[src/rtl/pnmon_pkg.sv]
package pnmon_pkg;
  typedef enum logic [3:0] {
    SEL_PN7       = 4'h4,
    SEL_PN15      = 4'h5,
    SEL_PN23      = 4'h6,
    SEL_PN31      = 4'h7,
    SEL_RAMP_NIB  = 4'hA,
    SEL_RAMP_WORD = 4'hB
  } pat_sel_e;

  localparam int NUM_PN = 4;

  // highest exponent of each generator polynomial
  function automatic int pn_order(input int idx);
    case (idx)
      0: return 7;
      1: return 15;
      2: return 23;
      default: return 31;
    endcase
  endfunction

  // middle exponent of each polynomial
  function automatic int pn_tap(input int idx);
    case (idx)
      0: return 6;
      1: return 14;
      2: return 18;
      default: return 28;
    endcase
  endfunction

  function automatic logic [3:0] pn_code(input int idx);
    return 4'(4 + idx);
  endfunction
endpackage

[src/rtl/pnmon_refgen.sv]
module pnmon_refgen
  import pnmon_pkg::*;
#(
  parameter int W    = 16,
  parameter int HIST = 48
) (
  input  logic [HIST-1:0] hist,
  input  logic [3:0]      sel,
  output logic [W-1:0]    exp_word,
  output logic            sel_ok
);
  localparam int NIBS = W / 4;

  logic [NUM_PN*W-1:0] pn_flat;
  logic [3:0]          nib_next;
  logic [W-1:0]        nib_word;
  logic [W-1:0]        ramp_word;

  // one unrolled serial recurrence per polynomial; newest bit at index 0
  generate
    for (genvar p = 0; p < NUM_PN; p++) begin : g_pn
      localparam int ORD = pn_order(p);
      localparam int TAP = pn_tap(p);
      logic [W-1:0] word;
      always_comb begin
        logic [HIST-1:0] r;
        logic            fb;
        r    = hist;
        word = '0;
        for (int i = 0; i < W; i++) begin
          fb          = r[ORD-1] ^ r[TAP-1];
          r           = {r[HIST-2:0], fb};
          word[W-1-i] = fb;
        end
      end
      assign pn_flat[p*W +: W] = word;
    end
  endgenerate

  assign nib_next  = hist[3:0] + 4'd1;
  assign nib_word  = {NIBS{nib_next}};
  assign ramp_word = hist[W-1:0] + W'(1);

  always_comb begin
    exp_word = '0;
    sel_ok   = 1'b0;
    for (int p = 0; p < NUM_PN; p++) begin
      if (sel == pn_code(p)) begin
        exp_word = pn_flat[p*W +: W];
        sel_ok   = 1'b1;
      end
    end
    if (sel == SEL_RAMP_NIB) begin
      exp_word = nib_word;
      sel_ok   = 1'b1;
    end
    if (sel == SEL_RAMP_WORD) begin
      exp_word = ramp_word;
      sel_ok   = 1'b1;
    end
  end
endmodule

[src/rtl/pnmon_lock.sv]
module pnmon_lock #(
  parameter int LOCK_HITS   = 16,
  parameter int DROP_MISSES = 64
) (
  input  logic clk,
  input  logic rst_n,
  input  logic valid,
  input  logic match,
  input  logic sel_ok,
  input  logic sel_chg,
  output logic oos_q,
  output logic oos_nxt
);
  localparam int HCW = $clog2(LOCK_HITS + 1);
  localparam int MCW = $clog2(DROP_MISSES + 1);
  localparam logic [HCW-1:0] HIT_MAX   = HCW'(LOCK_HITS);
  localparam logic [HCW-1:0] HIT_LAST  = HCW'(LOCK_HITS - 1);
  localparam logic [MCW-1:0] MISS_MAX  = MCW'(DROP_MISSES);
  localparam logic [MCW-1:0] MISS_LAST = MCW'(DROP_MISSES - 1);

  logic [HCW-1:0] hit_q, hit_n;
  logic [MCW-1:0] miss_q, miss_n;

  always_comb begin
    hit_n   = hit_q;
    miss_n  = miss_q;
    oos_nxt = oos_q;
    if (!sel_ok || sel_chg) begin
      oos_nxt = 1'b1;
      hit_n   = '0;
      miss_n  = '0;
    end else if (valid) begin
      if (match) begin
        miss_n = '0;
        if (hit_q != HIT_MAX) hit_n = hit_q + HCW'(1);
        if (oos_q && hit_q == HIT_LAST) oos_nxt = 1'b0;
      end else begin
        hit_n = '0;
        if (miss_q != MISS_MAX) miss_n = miss_q + MCW'(1);
        if (!oos_q && miss_q == MISS_LAST) oos_nxt = 1'b1;
      end
    end
  end

  always_ff @(posedge clk) begin
    if (!rst_n) begin
      oos_q  <= 1'b1;
      hit_q  <= '0;
      miss_q <= '0;
    end else begin
      oos_q  <= oos_nxt;
      hit_q  <= hit_n;
      miss_q <= miss_n;
    end
  end
endmodule

[src/rtl/pnmon_sticky.sv]
module pnmon_sticky (
  input  logic clk,
  input  logic rst_n,
  input  logic oos_nxt,
  input  logic err_set,
  input  logic oos_clr,
  input  logic err_clr,
  output logic oos_flag,
  output logic err_flag
);
  always_ff @(posedge clk) begin
    if (!rst_n) begin
      oos_flag <= 1'b1;
      err_flag <= 1'b0;
    end else begin
      oos_flag <= oos_nxt | (oos_flag & ~oos_clr);
      err_flag <= oos_nxt ? 1'b0 : (err_set | (err_flag & ~err_clr));
    end
  end
endmodule

[src/rtl/pn_stream_monitor.sv]
module pn_stream_monitor #(
  parameter int W           = 16,
  parameter int LOCK_HITS   = 16,
  parameter int DROP_MISSES = 64
) (
  input  logic         clk,
  input  logic         rst_n,
  input  logic         smp_valid,
  output logic         smp_ready,
  input  logic [W-1:0] smp_data,
  input  logic [3:0]   pat_sel,
  input  logic         oos_clr,
  input  logic         err_clr,
  output logic         oos_flag,
  output logic         err_flag
);
  localparam int HIST = W + 32;

  logic [HIST-1:0] hist_q;
  logic [3:0]      sel_q;
  logic [W-1:0]    exp_word;
  logic            sel_ok;
  logic            sel_chg;
  logic            accept;
  logic            match;
  logic            oos_q;
  logic            oos_nxt;
  logic            err_set;

  assign smp_ready = 1'b1;
  assign accept    = smp_valid & smp_ready;
  assign sel_chg   = (pat_sel != sel_q);
  assign match     = (smp_data == exp_word);
  assign err_set   = accept & sel_ok & ~sel_chg & ~oos_q & ~match;

  always_ff @(posedge clk) begin
    if (!rst_n) begin
      sel_q  <= pat_sel;
      hist_q <= '0;
    end else begin
      sel_q <= pat_sel;
      if (accept) hist_q <= {hist_q[HIST-W-1:0], (oos_q ? smp_data : exp_word)};
    end
  end

  pnmon_refgen #(.W(W), .HIST(HIST)) u_refgen (
    .hist     (hist_q),
    .sel      (pat_sel),
    .exp_word (exp_word),
    .sel_ok   (sel_ok)
  );

  pnmon_lock #(.LOCK_HITS(LOCK_HITS), .DROP_MISSES(DROP_MISSES)) u_lock (
    .clk     (clk),
    .rst_n   (rst_n),
    .valid   (accept),
    .match   (match),
    .sel_ok  (sel_ok),
    .sel_chg (sel_chg),
    .oos_q   (oos_q),
    .oos_nxt (oos_nxt)
  );

  pnmon_sticky u_sticky (
    .clk      (clk),
    .rst_n    (rst_n),
    .oos_nxt  (oos_nxt),
    .err_set  (err_set),
    .oos_clr  (oos_clr),
    .err_clr  (err_clr),
    .oos_flag (oos_flag),
    .err_flag (err_flag)
  );
endmodule

[config.mk]
export PLATFORM = sky130hd
export DESIGN_NAME = pn_stream_monitor
export DESIGN_NICKNAME = d
export VERILOG_FILES = /design/src/rtl/pnmon_pkg.sv /design/src/rtl/pnmon_refgen.sv /design/src/rtl/pnmon_lock.sv /design/src/rtl/pnmon_sticky.sv /design/src/rtl/pn_stream_monitor.sv
export SDC_FILE = /design/constraint.sdc
export NUM_CORES = 1
export LEC_CHECK = 0
export ABC_AREA = 1
export BUFFER_PORTS_ARGS = -buffer_cell sky130_fd_sc_hd__buf_2
export CORE_MARGIN = 3
export CORE_UTILIZATION = 46
export CTS_BUF_LIST = sky130_fd_sc_hd__clkbuf_8 sky130_fd_sc_hd__clkbuf_16
export CTS_CLUSTER_DIAMETER = 200
export DETAILED_ROUTE_END_ITERATION = 8
export PLACE_DENSITY = 0.65
export SYNTH_ARGS = -nofsm -noshare
export SYNTH_HDL_FRONTEND = slang
export SYNTH_SLANG_ARGS = --single-unit
[constraint.sdc]
create_clock -name clk -period 3.4 [get_ports clk]
set_clock_uncertainty 0.05 [all_clocks]
set_input_delay 0.68 -clock clk [delete_from_list [all_inputs] [get_ports clk]]
set_output_delay 0.68 -clock clk [all_outputs]
set_load 0.05 [all_outputs]
==> impl_results.html <==
<table>
<tr><th>Metric</th><th>Value</th></tr>
<tr><th colspan="2">Synthesis</th></tr>
<tr><td>Post-synthesis cell count</td><td>686</td></tr>
<tr><td>Average footprint of a synthesized cell</td><td>6.23 um2</td></tr>
<tr><td>Cell types with the largest area share after synthesis</td><td>sky130_fd_sc_hd__dfxtp_1 (23%), sky130_fd_sc_hd__nand2_1 (18%), sky130_fd_sc_hd__a21oi_1 (8.8%), sky130_fd_sc_hd__xor2_1 (6.1%), sky130_fd_sc_hd__nand3_1 (5.6%)</td></tr>
<tr><td>Largest area contributor in the synthesized netlist</td><td>sky130_fd_sc_hd__dfxtp_1</td></tr>
<tr><td>Mapped cell area</td><td>4280 um2</td></tr>
<tr><td>Yosys synthesis warning count</td><td>0</td></tr>
<tr><td>Yosys top cell area share</td><td>23.4%</td></tr>
<tr><td>Post-synthesis sequential element count</td><td>50</td></tr>
<tr><td>Fraction of the yosys area taken by sequential cells</td><td>23.4%</td></tr>
<tr><td>Yosys cell types</td><td>39</td></tr>
<tr><td>Synth Net Count</td><td>730</td></tr>
<tr><th colspan="2">STA</th></tr>
<tr><td>Setup TNS</td><td>0 ps</td></tr>
<tr><td>Worst Tran Pin Value</td><td>708 ps</td></tr>
<tr><td>Shortest period the worst path allows</td><td>3030 ps</td></tr>
<tr><td>Final period utilization</td><td>89.0%</td></tr>
<tr><td>Slew HR</td><td>52.5%</td></tr>
<tr><td>Max Slew Vio Count</td><td>0</td></tr>
<tr><td>Timing-limited maximum frequency</td><td>330 MHz</td></tr>
<tr><td>Hold violation total from the final report</td><td>0</td></tr>
<tr><td>Setup repair after global routing missed its margin</td><td>no</td></tr>
<tr><td>Final count of negative-setup-slack endpoints</td><td>0</td></tr>
<tr><th colspan="2">Pwr</th></tr>
<tr><td>Proportion of power drawn by the clock network</td><td>26.5%</td></tr>
<tr><td>Total net switching power</td><td>484 uW</td></tr>
<tr><td>VDD IR-drop max</td><td>0.000172 V</td></tr>
<tr><td>Leak</td><td>2.12 nW</td></tr>
<tr><td>Fraction of power spent switching nets</td><td>35.8%</td></tr>
<tr><td>Power density relative to cell area</td><td>299 nW/um2</td></tr>
<tr><td>Cell internal pwr</td><td>870 uW</td></tr>
<tr><td>Part of the power in combinational logic</td><td>25.7%</td></tr>
<tr><td>Total power after layout</td><td>1.35 mW</td></tr>
<tr><td>Sequential cell fraction of total power</td><td>47.8%</td></tr>
<tr><th colspan="2">Critical path</th></tr>
<tr><td>Type of destination of the critical path</td><td>flop</td></tr>
<tr><td>Path depth of the worst reg2reg path</td><td>18</td></tr>
<tr><td>Register-to-register setup slack</td><td>370 ps</td></tr>
<tr><td>Worst-path maximum fanout</td><td>9</td></tr>
<tr><td>CP arrival</td><td>3180 ps</td></tr>
<tr><td>Endpoint required time on the critical path</td><td>3550 ps</td></tr>
<tr><td>Worst flop-to-flop path startpoint</td><td>hist_q[3]$_SDFFE_PN0P_</td></tr>
<tr><td>R2r endpoint</td><td>u_sticky.oos_flag$_SDFF_PN1_</td></tr>
<tr><td>CP endpoint</td><td>u_sticky.oos_flag$_SDFF_PN1_</td></tr>
<tr><td>Crit path from</td><td>hist_q[3]$_SDFFE_PN0P_</td></tr>
<tr><td>Critical Setup Path Class</td><td>flop to flop</td></tr>
<tr><td>Crit start category</td><td>flop</td></tr>
<tr><th colspan="2">Finish</th></tr>
<tr><td>Area growth from synthesis to layout</td><td>5.85%</td></tr>
<tr><td>N_diodes</td><td>0</td></tr>
<tr><td>Fraction of layout instances using a drive strength above 1</td><td>11.6%</td></tr>
<tr><td>Final non-filler cell total</td><td>808</td></tr>
<tr><td>Fin nets</td><td>744</td></tr>
<tr><th colspan="2">Detailed routing</th></tr>
<tr><td>ANT nets after route</td><td>0</td></tr>
<tr><td>Routed via count</td><td>4454</td></tr>
<tr><td>DR pass1 iterations</td><td>6</td></tr>
<tr><td>1st-iter DRT viols</td><td>366</td></tr>
<tr><td>Vias per Instance</td><td>5.51</td></tr>
<tr><td>Final wirelength</td><td>13500 um</td></tr>
<tr><td>Post-route DRC</td><td>0</td></tr>
<tr><td>Wire length per cell after detailed routing</td><td>16.7 um</td></tr>
<tr><th colspan="2">Floorplanning</th></tr>
<tr><td>Standard-cell rows</td><td>34</td></tr>
<tr><td>Die H</td><td>102 um</td></tr>
<tr><td>Die Width</td><td>102 um</td></tr>
<tr><td>Die Area</td><td>10500 um2</td></tr>
<tr><td>Boundary Pins</td><td>28</td></tr>
<tr><td>Placeable core region</td><td>8890 um2</td></tr>
<tr><td>Initial Utilization</td><td>48.1%</td></tr>
<tr><th colspan="2">Clocking</th></tr>
<tr><td>Clock input transition at the sequential cells of the worst setup and hold paths</td><td>100 ps</td></tr>
<tr><td>H-tree depth</td><td>2</td></tr>
<tr><td>CTS tree</td><td>done</td></tr>
<tr><td>Setup fix buffers added after clock tree synthesis</td><td>0</td></tr>
<tr><td>Count of cells resized by post-cts repair</td><td>0</td></tr>
<tr><td>Clock sink count</td><td>50</td></tr>
<tr><td>Clock buffer count from CTS</td><td>5</td></tr>
<tr><td>Root Buffer Master</td><td>sky130_fd_sc_hd__clkbuf_8</td></tr>
<tr><td>Worst-Skew Late Latency</td><td>320 ps</td></tr>
<tr><td>Largest buffer count on any clock path</td><td>2</td></tr>
<tr><td>Hold buffer count at CTS</td><td>0</td></tr>
<tr><th colspan="2">Global route</th></tr>
<tr><td>Pin count of the biggest net entering global routing</td><td>43</td></tr>
<tr><td>GRT Residual Overflow</td><td>0</td></tr>
<tr><td>Wire length of the first global-routing pass</td><td>21500 um</td></tr>
<tr><td>GRT Total Usage</td><td>26.8%</td></tr>
<tr><td>Antenna violations before repair</td><td>0</td></tr>
<tr><td>Via count of the first global-routing pass</td><td>4074</td></tr>
<tr><th colspan="2">Place</th></tr>
<tr><td>Count of buffers from port buffering</td><td>26</td></tr>
<tr><td>Final HPWL from detailed placement</td><td>10500 um</td></tr>
<tr><td>Number of cells after detailed placement</td><td>801</td></tr>
<tr><td>Final Wtd Congestion</td><td>1.01</td></tr>
<tr><th colspan="2">Min path</th></tr>
<tr><td>Type of the most critical hold path</td><td>flop to flop</td></tr>
<tr><td>Startpoint of the lowest-slack hold path</td><td>u_lock.hit_q[1]$_SDFFE_PP0P_</td></tr>
<tr><th colspan="2">Outcome</th></tr>
<tr><td>Result of the run</td><td>completed</td></tr>
<tr><th colspan="2">Flow run</th></tr>
<tr><td>Max-capacitance violation count</td><td>0</td></tr>
</table>
-- Yosys cell counts --
library cell               number
sky130_fd_sc_hd__inv_1         55
sky130_fd_sc_hd__nand2_1      208
sky130_fd_sc_hd__a21oi_1       75
sky130_fd_sc_hd__o311ai_1       1
sky130_fd_sc_hd__clkinv_1       4
sky130_fd_sc_hd__nor2_2         6
sky130_fd_sc_hd__xnor2_1       10
sky130_fd_sc_hd__buf_1          3
sky130_fd_sc_hd__o21ai_0       36
sky130_fd_sc_hd__inv_2          8
sky130_fd_sc_hd__a21boi_0       1
sky130_fd_sc_hd__buf_2          3
sky130_fd_sc_hd__o211ai_1       4
sky130_fd_sc_hd__nor4_1         1
sky130_fd_sc_hd__o21ai_1        9
sky130_fd_sc_hd__ha_1          19
sky130_fd_sc_hd__buf_4          2
sky130_fd_sc_hd__buf_6          6
sky130_fd_sc_hd__nand2_4        2
sky130_fd_sc_hd__nor2_1        45
sky130_fd_sc_hd__conb_1         1
sky130_fd_sc_hd__o21a_1         1
sky130_fd_sc_hd__clkbuf_1      13
sky130_fd_sc_hd__nor3_1         4
sky130_fd_sc_hd__nand4_1       11
sky130_fd_sc_hd__a31oi_1        1
sky130_fd_sc_hd__or2_1          1
sky130_fd_sc_hd__nor2_8         1
sky130_fd_sc_hd__nand4_2        1
sky130_fd_sc_hd__nand3_2        5
sky130_fd_sc_hd__nand3_4        1
sky130_fd_sc_hd__xor2_1        30
sky130_fd_sc_hd__nand3b_1       4
sky130_fd_sc_hd__nor2_4         6
sky130_fd_sc_hd__o21ai_2        1
sky130_fd_sc_hd__dfxtp_1       50
sky130_fd_sc_hd__nand2_2        8
sky130_fd_sc_hd__inv_4          1
sky130_fd_sc_hd__nand3_1       48
-- critical path, stage by stage, from the launching register on --
cell                      delay, ps
sky130_fd_sc_hd__dfxtp_1        580
sky130_fd_sc_hd__ha_1           380
sky130_fd_sc_hd__inv_1          130
sky130_fd_sc_hd__nand2_1         70
sky130_fd_sc_hd__nand2_1         90
sky130_fd_sc_hd__nand2_1         80
sky130_fd_sc_hd__nand3_1        140
sky130_fd_sc_hd__nand2_1         70
sky130_fd_sc_hd__nand2_1        170
sky130_fd_sc_hd__nand2_1        100
sky130_fd_sc_hd__nand2_1         60
sky130_fd_sc_hd__nand2_1         70
sky130_fd_sc_hd__nor2_1         110
sky130_fd_sc_hd__nand3_1        120
sky130_fd_sc_hd__nor2_4         170
sky130_fd_sc_hd__nand3_4        160
sky130_fd_sc_hd__nand2_4        110
sky130_fd_sc_hd__o21ai_2         70
sky130_fd_sc_hd__or2_1          200
-- worst min-delay path by stage --
stage	end	slack, ps	depth (start not counted)
after floorplan	u_lock.hit_q[4]$_SDFFE_PP0P_	400	2
after global placement	u_lock.hit_q[1]$_SDFFE_PP0P_	430	2
after detailed placement	u_lock.hit_q[1]$_SDFFE_PP0P_	440	2
after CTS	u_lock.hit_q[1]$_SDFFE_PP0P_	450	2
after global routing	u_lock.hit_q[4]$_SDFFE_PP0P_	480	2
final	u_lock.hit_q[1]$_SDFFE_PP0P_	450	2
-- power by group through the flow --
stage          Clock, mW  Sequential, mW  Combinational, mW
6_report           0.359           0.647              0.347
5_1_grt            0.397           0.650              0.387
4_1_cts            0.368           0.647              0.340
3_5_place_dp           0           0.660              0.339
3_3_place_gp           0           0.660              0.339
2_1_floorplan          0           0.644              0.248
-- final cells by class --
type,count,area (um2)
Multi-Input combinational cell,541,2860
Inverter,68,258
Timing Repair Buffer,34,190
Sequential cell,50,1000
Tap cell,108,135
Fill cell,937,4360
Clock inverter,2,13.8
Clock buffer,5,68.8
-- metal layers --
metal,GRT usage [%],wire length [um]
met2,40.6,5900
met3,4.51,1010
met1,38.5,6170
met4,8.78,395
met5,0,0
-- flip-flops by register name, indices dropped and copies added (netlist names) --
signal             cells
hist_q                31
u_lock.miss_q          7
u_lock.hit_q           5
sel_q                  4
u_lock.oos_q           1
u_sticky.err_flag      1
u_sticky.oos_flag      1
-- placed cells by master, fill, tap and decap left out, drive strengths merged, types with 10 or more instances in the layout --
cell type  instances
nand2            218
o21ai             46
xnor2             10
nand4             12
ha                19
buf               34
dfxtp             50
nand3             54
inv               65
nor2              58
xor2              30
a21oi             75
-- logic make-up (layout without fill, tap and decap cells) --
logic type               Yosys count  in the layout  synth area share, %
AND/OR/NAND/NOR                  352            352                 37.4
AO/OA/AOI/OAI                    129            129                 15.7
buffers and inverters             95            109                 9.71
flip-flops                        50             50                 23.4
XOR/XNOR                          40             40                 8.19
adder cells (fa/ha/maj)           19             19                 5.56
other                              1              1               0.0877
-- through the flow --
step	util, %	cell area [um2]	setup WS, ps	hold WS [ps]
4_1_cts	50.9	4530	427	453
5_1_grt	50.9	4530	139	483
6_report	50.9	4530	374	447
2_1_floorplan	-	4280	880	403
3_5_place_dp	50.0	4440	266	439
3_3_place_gp	50.0	4440	302	429
Power figures use the tool's default switching activity.
